### config.mk
export PLATFORM = sky130hd
export DESIGN_NAME = exc_entry_seq
export DESIGN_NICKNAME = d
export VERILOG_FILES = /design/src/rtl/exc_pkg.sv /design/src/rtl/exc_reset_detect.sv /design/src/rtl/exc_arbiter.sv /design/src/rtl/exc_seq_fsm.sv /design/src/rtl/exc_entry_seq.sv
export SDC_FILE = /design/constraint.sdc
export NUM_CORES = 1
export LEC_CHECK = 0
export ABC_AREA = 1
export BUFFER_PORTS_ARGS = -buffer_cell sky130_fd_sc_hd__buf_4
export CAP_MARGIN = 0
export CORE_MARGIN = 1.5
export CORE_UTILIZATION = 53
export DETAILED_ROUTE_END_ITERATION = 16
export PLACE_DENSITY = 0.78
export SYNTH_ARGS = -nofsm -noshare
export SYNTH_HDL_FRONTEND = slang
export SYNTH_SLANG_ARGS = --single-unit
export TNS_END_PERCENT = 1
### constraint.sdc
create_clock -name clk -period 2.6 [get_ports clk]
set_clock_uncertainty 0.05 [all_clocks]
set_input_delay 0.52 -clock clk [delete_from_list [all_inputs] [get_ports clk]]
set_output_delay 0.52 -clock clk [all_outputs]
set_load 0.01 [all_outputs]
### src/rtl/exc_pkg.sv
package exc_pkg;
  typedef enum logic [2:0] {
    ST_IDLE, ST_RPC, ST_RSP, ST_PSR, ST_PPC, ST_VEC, ST_DONE
  } seq_state_e;

  typedef enum logic [2:0] {
    EK_NONE, EK_ADDR, EK_SLOT, EK_GEN, EK_TRAP, EK_IRQ
  } exc_kind_e;
endpackage

### src/rtl/exc_reset_detect.sv
module exc_reset_detect (
  input  logic clk,
  input  logic rst,
  input  logic pin,
  input  logic wdt_ovf,
  input  logic dbg_valid,
  input  logic dbg_negate,
  output logic event_now
);
  logic pin_q;
  logic armed;

  always_ff @(posedge clk) begin
    if (rst) begin
      pin_q <= 1'b1;
      armed <= 1'b0;
    end else begin
      pin_q <= pin;
      if (dbg_valid) armed <= ~dbg_negate;
    end
  end

  // pin edge, watchdog pulse, or negate following an assert
  assign event_now = (pin & ~pin_q) | wdt_ovf | (dbg_valid & dbg_negate & armed);
endmodule

### src/rtl/exc_arbiter.sv
module exc_arbiter
  import exc_pkg::*;
#(
  parameter int VEC_W        = 8,
  parameter int VEC_ADDR_ERR = 9,
  parameter int VEC_SLOT     = 6,
  parameter int VEC_GEN      = 4
) (
  input  logic             insn_done,
  input  logic             addr_err,
  input  logic             undef_code,
  input  logic             pc_change,
  input  logic             in_slot,
  input  logic             trap_req,
  input  logic [VEC_W-1:0] trap_vec,
  input  logic             irq_req,
  input  logic [VEC_W-1:0] irq_vec,
  output logic             take,
  output exc_kind_e        kind,
  output logic [VEC_W-1:0] vec
);
  logic slot_ill;
  logic gen_ill;

  assign slot_ill = in_slot & (undef_code | pc_change);
  assign gen_ill  = undef_code & ~in_slot;

  always_comb begin
    kind = EK_NONE;
    vec  = '0;
    if (addr_err) begin
      kind = EK_ADDR;
      vec  = VEC_W'(VEC_ADDR_ERR);
    end else if (slot_ill) begin
      kind = EK_SLOT;
      vec  = VEC_W'(VEC_SLOT);
    end else if (gen_ill) begin
      kind = EK_GEN;
      vec  = VEC_W'(VEC_GEN);
    end else if (trap_req) begin
      kind = EK_TRAP;
      vec  = trap_vec;
    end else if (irq_req) begin
      kind = EK_IRQ;
      vec  = irq_vec;
    end
  end

  assign take = insn_done & (kind != EK_NONE);
endmodule

### src/rtl/exc_seq_fsm.sv
module exc_seq_fsm
  import exc_pkg::*;
#(
  parameter int          XLEN        = 32,
  parameter int          VEC_W       = 8,
  parameter int          MASK_W      = 4,
  parameter logic [31:0] RST_PC_ADDR = 32'hA000_0000,
  parameter logic [31:0] RST_SP_ADDR = 32'hA000_0004
) (
  input  logic              clk,
  input  logic              rst,
  input  logic              rst_event,
  input  logic              exc_take,
  input  exc_kind_e         exc_kind,
  input  logic [VEC_W-1:0]  exc_vec,
  input  logic [MASK_W-1:0] irq_level,
  input  logic [XLEN-1:0]   cur_pc,
  input  logic [XLEN-1:0]   cur_sr,
  input  logic [XLEN-1:0]   cur_r15,
  input  logic [XLEN-1:0]   cur_vbr,
  output logic              bus_req,
  output logic              bus_we,
  output logic [XLEN-1:0]   bus_addr,
  output logic [XLEN-1:0]   bus_wdata,
  input  logic              bus_ready,
  input  logic [XLEN-1:0]   bus_rdata,
  output logic [XLEN-1:0]   pc_out,
  output logic              pc_we,
  output logic [XLEN-1:0]   r15_out,
  output logic              r15_we,
  output logic [XLEN-1:0]   vbr_out,
  output logic              vbr_we,
  output logic [MASK_W-1:0] mask_out,
  output logic              mask_we,
  output logic              done
);
  localparam int          WORD_BYTES = XLEN / 8;
  localparam int          VEC_SHIFT  = $clog2(WORD_BYTES);
  localparam logic [XLEN-1:0] STEP1  = XLEN'(WORD_BYTES);
  localparam logic [XLEN-1:0] STEP2  = XLEN'(2 * WORD_BYTES);

  seq_state_e        state;
  logic              rst_pend;
  logic              rst_go;
  exc_kind_e         kind_q;
  logic [VEC_W-1:0]  vec_q;
  logic [MASK_W-1:0] lvl_q;
  logic [XLEN-1:0]   pc_q;
  logic [XLEN-1:0]   r15_q;
  logic [XLEN-1:0]   vbr_q;
  logic [XLEN-1:0]   vec_addr;

  assign rst_go   = rst_pend | rst_event;
  assign vec_addr = vbr_q + (XLEN'(vec_q) << VEC_SHIFT);

  always_ff @(posedge clk) begin
    if (rst) begin
      rst_pend <= 1'b0;
    end else if (state == ST_IDLE && rst_go) begin
      rst_pend <= 1'b0;
    end else if (rst_event) begin
      rst_pend <= 1'b1;
    end
  end

  always_ff @(posedge clk) begin
    if (rst) begin
      state     <= ST_IDLE;
      bus_req   <= 1'b0;
      bus_we    <= 1'b0;
      bus_addr  <= '0;
      bus_wdata <= '0;
      pc_out    <= '0;
      r15_out   <= '0;
      vbr_out   <= '0;
      mask_out  <= '1;
      pc_we     <= 1'b0;
      r15_we    <= 1'b0;
      vbr_we    <= 1'b0;
      mask_we   <= 1'b0;
      done      <= 1'b0;
      kind_q    <= EK_NONE;
      vec_q     <= '0;
      lvl_q     <= '0;
      pc_q      <= '0;
      r15_q     <= '0;
      vbr_q     <= '0;
    end else begin
      pc_we   <= 1'b0;
      r15_we  <= 1'b0;
      vbr_we  <= 1'b0;
      mask_we <= 1'b0;
      done    <= 1'b0;
      case (state)
        ST_IDLE: begin
          if (rst_go) begin
            state    <= ST_RPC;
            bus_req  <= 1'b1;
            bus_we   <= 1'b0;
            bus_addr <= XLEN'(RST_PC_ADDR);
          end else if (exc_take) begin
            state     <= ST_PSR;
            kind_q    <= exc_kind;
            vec_q     <= exc_vec;
            lvl_q     <= irq_level;
            pc_q      <= cur_pc;
            r15_q     <= cur_r15;
            vbr_q     <= cur_vbr;
            bus_req   <= 1'b1;
            bus_we    <= 1'b1;
            bus_addr  <= cur_r15 - STEP1;
            bus_wdata <= cur_sr;
          end
        end
        ST_RPC: begin
          if (bus_ready) begin
            pc_out   <= bus_rdata;
            bus_addr <= XLEN'(RST_SP_ADDR);
            state    <= ST_RSP;
          end
        end
        ST_RSP: begin
          if (bus_ready) begin
            r15_out  <= bus_rdata;
            vbr_out  <= '0;
            mask_out <= '1;
            pc_we    <= 1'b1;
            r15_we   <= 1'b1;
            vbr_we   <= 1'b1;
            mask_we  <= 1'b1;
            bus_req  <= 1'b0;
            state    <= ST_DONE;
          end
        end
        ST_PSR: begin
          if (bus_ready) begin
            bus_addr  <= r15_q - STEP2;
            bus_wdata <= pc_q;
            state     <= ST_PPC;
          end
        end
        ST_PPC: begin
          if (bus_ready) begin
            bus_we    <= 1'b0;
            bus_wdata <= '0;
            bus_addr  <= vec_addr;
            state     <= ST_VEC;
          end
        end
        ST_VEC: begin
          if (bus_ready) begin
            pc_out  <= bus_rdata;
            r15_out <= r15_q - STEP2;
            pc_we   <= 1'b1;
            r15_we  <= 1'b1;
            if (kind_q == EK_IRQ) begin
              mask_out <= lvl_q;
              mask_we  <= 1'b1;
            end
            bus_req <= 1'b0;
            state   <= ST_DONE;
          end
        end
        ST_DONE: begin
          done  <= 1'b1;
          state <= ST_IDLE;
        end
        default: state <= ST_IDLE;
      endcase
    end
  end
endmodule

### src/rtl/exc_entry_seq.sv
module exc_entry_seq
  import exc_pkg::*;
#(
  parameter int          XLEN         = 32,
  parameter int          VEC_W        = 8,
  parameter int          MASK_W       = 4,
  parameter int          VEC_ADDR_ERR = 9,
  parameter int          VEC_SLOT     = 6,
  parameter int          VEC_GEN      = 4,
  parameter logic [31:0] RST_PC_ADDR  = 32'hA000_0000,
  parameter logic [31:0] RST_SP_ADDR  = 32'hA000_0004
) (
  input  logic              clk,
  input  logic              rst,
  input  logic              reset_pin,
  input  logic              wdt_ovf,
  input  logic              dbg_cmd_valid,
  input  logic              dbg_cmd_negate,
  input  logic              insn_done,
  input  logic              addr_err,
  input  logic              undef_code,
  input  logic              pc_change,
  input  logic              in_slot,
  input  logic              trap_req,
  input  logic [VEC_W-1:0]  trap_vec,
  input  logic              irq_req,
  input  logic [MASK_W-1:0] irq_level,
  input  logic [VEC_W-1:0]  irq_vec,
  input  logic [XLEN-1:0]   cur_pc,
  input  logic [XLEN-1:0]   cur_sr,
  input  logic [XLEN-1:0]   cur_r15,
  input  logic [XLEN-1:0]   cur_vbr,
  output logic              bus_req,
  output logic              bus_we,
  output logic [XLEN-1:0]   bus_addr,
  output logic [XLEN-1:0]   bus_wdata,
  input  logic              bus_ready,
  input  logic [XLEN-1:0]   bus_rdata,
  output logic [XLEN-1:0]   pc_out,
  output logic              pc_we,
  output logic [XLEN-1:0]   r15_out,
  output logic              r15_we,
  output logic [XLEN-1:0]   vbr_out,
  output logic              vbr_we,
  output logic [MASK_W-1:0] mask_out,
  output logic              mask_we,
  output logic              done
);
  logic             rst_event;
  logic             exc_take;
  exc_kind_e        exc_kind;
  logic [VEC_W-1:0] exc_vec;

  exc_reset_detect u_rstdet (
    .clk        (clk),
    .rst        (rst),
    .pin        (reset_pin),
    .wdt_ovf    (wdt_ovf),
    .dbg_valid  (dbg_cmd_valid),
    .dbg_negate (dbg_cmd_negate),
    .event_now  (rst_event)
  );

  exc_arbiter #(
    .VEC_W        (VEC_W),
    .VEC_ADDR_ERR (VEC_ADDR_ERR),
    .VEC_SLOT     (VEC_SLOT),
    .VEC_GEN      (VEC_GEN)
  ) u_arb (
    .insn_done  (insn_done),
    .addr_err   (addr_err),
    .undef_code (undef_code),
    .pc_change  (pc_change),
    .in_slot    (in_slot),
    .trap_req   (trap_req),
    .trap_vec   (trap_vec),
    .irq_req    (irq_req),
    .irq_vec    (irq_vec),
    .take       (exc_take),
    .kind       (exc_kind),
    .vec        (exc_vec)
  );

  exc_seq_fsm #(
    .XLEN        (XLEN),
    .VEC_W       (VEC_W),
    .MASK_W      (MASK_W),
    .RST_PC_ADDR (RST_PC_ADDR),
    .RST_SP_ADDR (RST_SP_ADDR)
  ) u_fsm (
    .clk       (clk),
    .rst       (rst),
    .rst_event (rst_event),
    .exc_take  (exc_take),
    .exc_kind  (exc_kind),
    .exc_vec   (exc_vec),
    .irq_level (irq_level),
    .cur_pc    (cur_pc),
    .cur_sr    (cur_sr),
    .cur_r15   (cur_r15),
    .cur_vbr   (cur_vbr),
    .bus_req   (bus_req),
    .bus_we    (bus_we),
    .bus_addr  (bus_addr),
    .bus_wdata (bus_wdata),
    .bus_ready (bus_ready),
    .bus_rdata (bus_rdata),
    .pc_out    (pc_out),
    .pc_we     (pc_we),
    .r15_out   (r15_out),
    .r15_we    (r15_we),
    .vbr_out   (vbr_out),
    .vbr_we    (vbr_we),
    .mask_out  (mask_out),
    .mask_we   (mask_we),
    .done      (done)
  );
endmodule

==> flow_summary.toml <==
[die]
die_area_sq_um = 25300
core.rowCount = 56
die_height_um = 159
core_sq_um = 23700
initial_utilization_pct = 54.5
num_io_pins = 365
die-width_um = 159

[cts]
cts_tree = "yes"
postCtsSetupBuffers = 0
clkLatencyLatePin_ns = 0.56
clkTransAtPathRegs_ns = 0.06
ctsResizeCount = 0
cts-hold-fix-buffers = 0
cts_root_buf = "sky130_fd_sc_hd__clkbuf_16"
numClockSinks = 255
ctsLongestPathBuffers = 3
cts_made_buffers = 28
cts-htree-levels = 1

[worst_hold_path]
timing.hold.worst.start = "dbg_cmd_negate"
timing.hold.worst.class = "in -> reg"

[logic_synthesis]
synth-seq-area-share_pct = 39.6
mappedNetlistArea_sq_um = 12900
yosys_warnings = 0
edff_count_synth = 0
yosys.area.top_type_share_pct = 39.6
synth_cell_type_count = 44
netlist_top_cells_count = "sky130_fd_sc_hd__nand2_1, sky130_fd_sc_hd__dfxtp_1, sky130_fd_sc_hd__o21ai_0"
number_of_cells_produced_by_synthesis = 1920
synth_area_per_cell_sq_um = 6.72
yosys_register_bits = 255
yosys.area.top_type = "sky130_fd_sc_hd__dfxtp_1"
top_count_cell_post_synth = "sky130_fd_sc_hd__nand2_1"
synthTopCellsByArea = "sky130_fd_sc_hd__dfxtp_1, sky130_fd_sc_hd__nand2_1, sky130_fd_sc_hd__o21ai_0"
synth-main-ff-cell = "sky130_fd_sc_hd__dfxtp_1"
synthArstFlopShare_pct = 0

[grt]
number_of_antenna_violations_at_the_first_check_in_global_routing = 0
grt_pass1_vias = 13200
groute.usage.overall_pct = 33.5
grt_remaining_overflow = 0
global_route_wire_length_before_repair_um = 69100
largest_net_degree_at_the_start_of_global_routing = 184

[sta]
achievable-frequency_ghz = 0.419
grt_setup_unrepaired = "true"
final_hold_violating_endpoints = 0
setup_viol = 0
hold_slack_ns = 0.107
final_period_minus_worst_setup_slack_ns = 2.39
tightest_slew_ns = 0.880
post_route_fraction_of_the_period_consumed_by_the_critical_path_pct = 91.8
worst_relative_slew_slack_pct = 41.4
report.final.slew_viol_count = 0
finalSetupTns_ns = 0

[route]
via_count = 14100
drt-initial-drc-count = 1440
post-route-drc-count = 0
finalWirelength_um = 43800
wl_per_cell_um = 17.2
detail-route-antenna-nets = 0
dr.pass1.iters = 6
route.detailed.vias_per_inst = 5.55

[setup_path]
cp_slowest_cell = "sky130_fd_sc_hd__dfxtp_1"
critPathLaunchType = "flip-flop"
critical_path_arrival_ns = 2.78
timing.setup.critical_path_class = "reg -> reg"
worstPathCellList = "nor2_2, inv_2, nor2_4, nor2_8, o21ai_2, nand2_2, nand2_1, nor2_2, buf_12, o21ai_0, nor2_1, nor2_1"
worst-r2r-setup-slack_ns = 0.21
timing.rr.start = "u_fsm.state[1]"
startpoint = "u_fsm.state[1]"
cp-end-kind = "flip-flop"
timing.critical_path.required_ns = 3.00
cp_max_stage_delay_ns = 0.49
critical_path.max_fanout = 49

[run_status]
status = "completed"

[job]
maxcap_violations = 0

[final_layout]
fin_cells = 2547
layout.nets = 2413
final_layout_size_suffix_gt1_share_pct = 19.8
area.growth.synth_to_final_pct = 28.4
n_fill_cell = 2105
antenna_cells_inserted = 0

[power_and_ir_drop]
p_leak_nw = 7.42
power.ir.vdd_worst_uv = 734
power_dens_cells_nw_per_um2 = 968

[place]
dpl.hpwl_um = 32600
globalplace.congestion = 0.968
port_buffers = 332
placed_cells = 2497
-- report_power, final --
| part | switching (mW) | leakage, nW | internal [mW] |
|---|---|---|---|
| clock network | 1.68 | 0.516 | 2.78 |
| registers | 0.568 | 2.08 | 4.77 |
| logic | 3.95 | 4.82 | 2.29 |
-- cells in the final DEF (no fill, tap or decap), types with 28 or more instances in the layout --
master	n
sky130_fd_sc_hd__nand2_1	373
sky130_fd_sc_hd__buf_4	356
sky130_fd_sc_hd__dfxtp_1	255
sky130_fd_sc_hd__o21ai_0	250
sky130_fd_sc_hd__nor2_1	240
sky130_fd_sc_hd__a21oi_1	219
sky130_fd_sc_hd__inv_1	156
sky130_fd_sc_hd__nand3_1	110
sky130_fd_sc_hd__conb_1	32
sky130_fd_sc_hd__clkbuf_16	28
-- final timing paths --
kind / to / cells after the start
hold / removal: u_rstdet.armed / 2
setup / recovery: u_fsm.bus_addr[20] / 12
hold reg to reg: u_fsm.pc_q[29] / 2
setup reg to reg: u_fsm.bus_addr[20] / 12
-- per-layer routing --
metal,vias up,global-route usage [%],share of wire (%),wire (um)
met5,-,0,0,0
met4,0,13.3,4.1,1810
met3,104,4.95,8.1,3550
met2,681,56.4,47,20600
met1,6515,43.4,41,17800
li1,6837,-,-,-
-- cell type report --
| class | instances | area, sq um | area share, % |
|---|---|---|---|
| Clock buffer | 34 | 763 | 4.61 |
| Clock inverter | 16 | 278 | 1.68 |
| Inverter | 164 | 618 | 3.73 |
| Multi-Input combinational cell | 1399 | 6650 | 40.2 |
| Sequential cell | 255 | 5100 | 30.8 |
| Tap cell | 319 | 399 | 2.41 |
| Timing Repair Buffer | 360 | 2750 | 16.6 |
-- stage by stage --
| step | util, % | area, sq um | setup slack (ns) | power [mW] |
|---|---|---|---|---|
| floorplan | - | 13000 | 0.426 | 9.18 |
| global placement | 65.5 | 15500 | 0.294 | 11.4 |
| detailed placement | 65.5 | 15500 | 0.217 | 11.5 |
| CTS | 69.9 | 16600 | 0.239 | 16.0 |
| global route | 70.0 | 16600 | -0.00268 | 17.0 |
| finish | 70.0 | 16600 | 0.214 | 16.0 |
-- worst max-delay path: cells and delay by family (launching register included) --
kind / cells / cell delay (ns)
AOI/OAI and AO/OA: 2 / 0.30
buffers and inverters: 2 / 0.30
and+or+nand+nor: 8 / 1.12
DFF: 1 / 0.49
-- flip-flops by register name, indices dropped and copies added (netlist names), 3 cells and up --
register	flops
u_fsm.r15_q	32
u_fsm.pc_out	32
u_fsm.lvl_q	4
u_fsm.state	3
u_fsm.vbr_q	32
u_fsm.bus_addr	32
u_fsm.bus_wdata	32
u_fsm.kind_q	3
u_fsm.mask_out	4
u_fsm.vec_q	8
u_fsm.pc_q	32
u_fsm.r15_out	32
-- logic make-up after synthesis --
logic type	synth area share, %
compound gates	21.8
xor+xnor	1.97
fa+ha+maj	1.13
buf+inv	9.92
flops	39.6
other cells	0.0291
simple gates	25.6
Power figures use the tool's default switching activity.
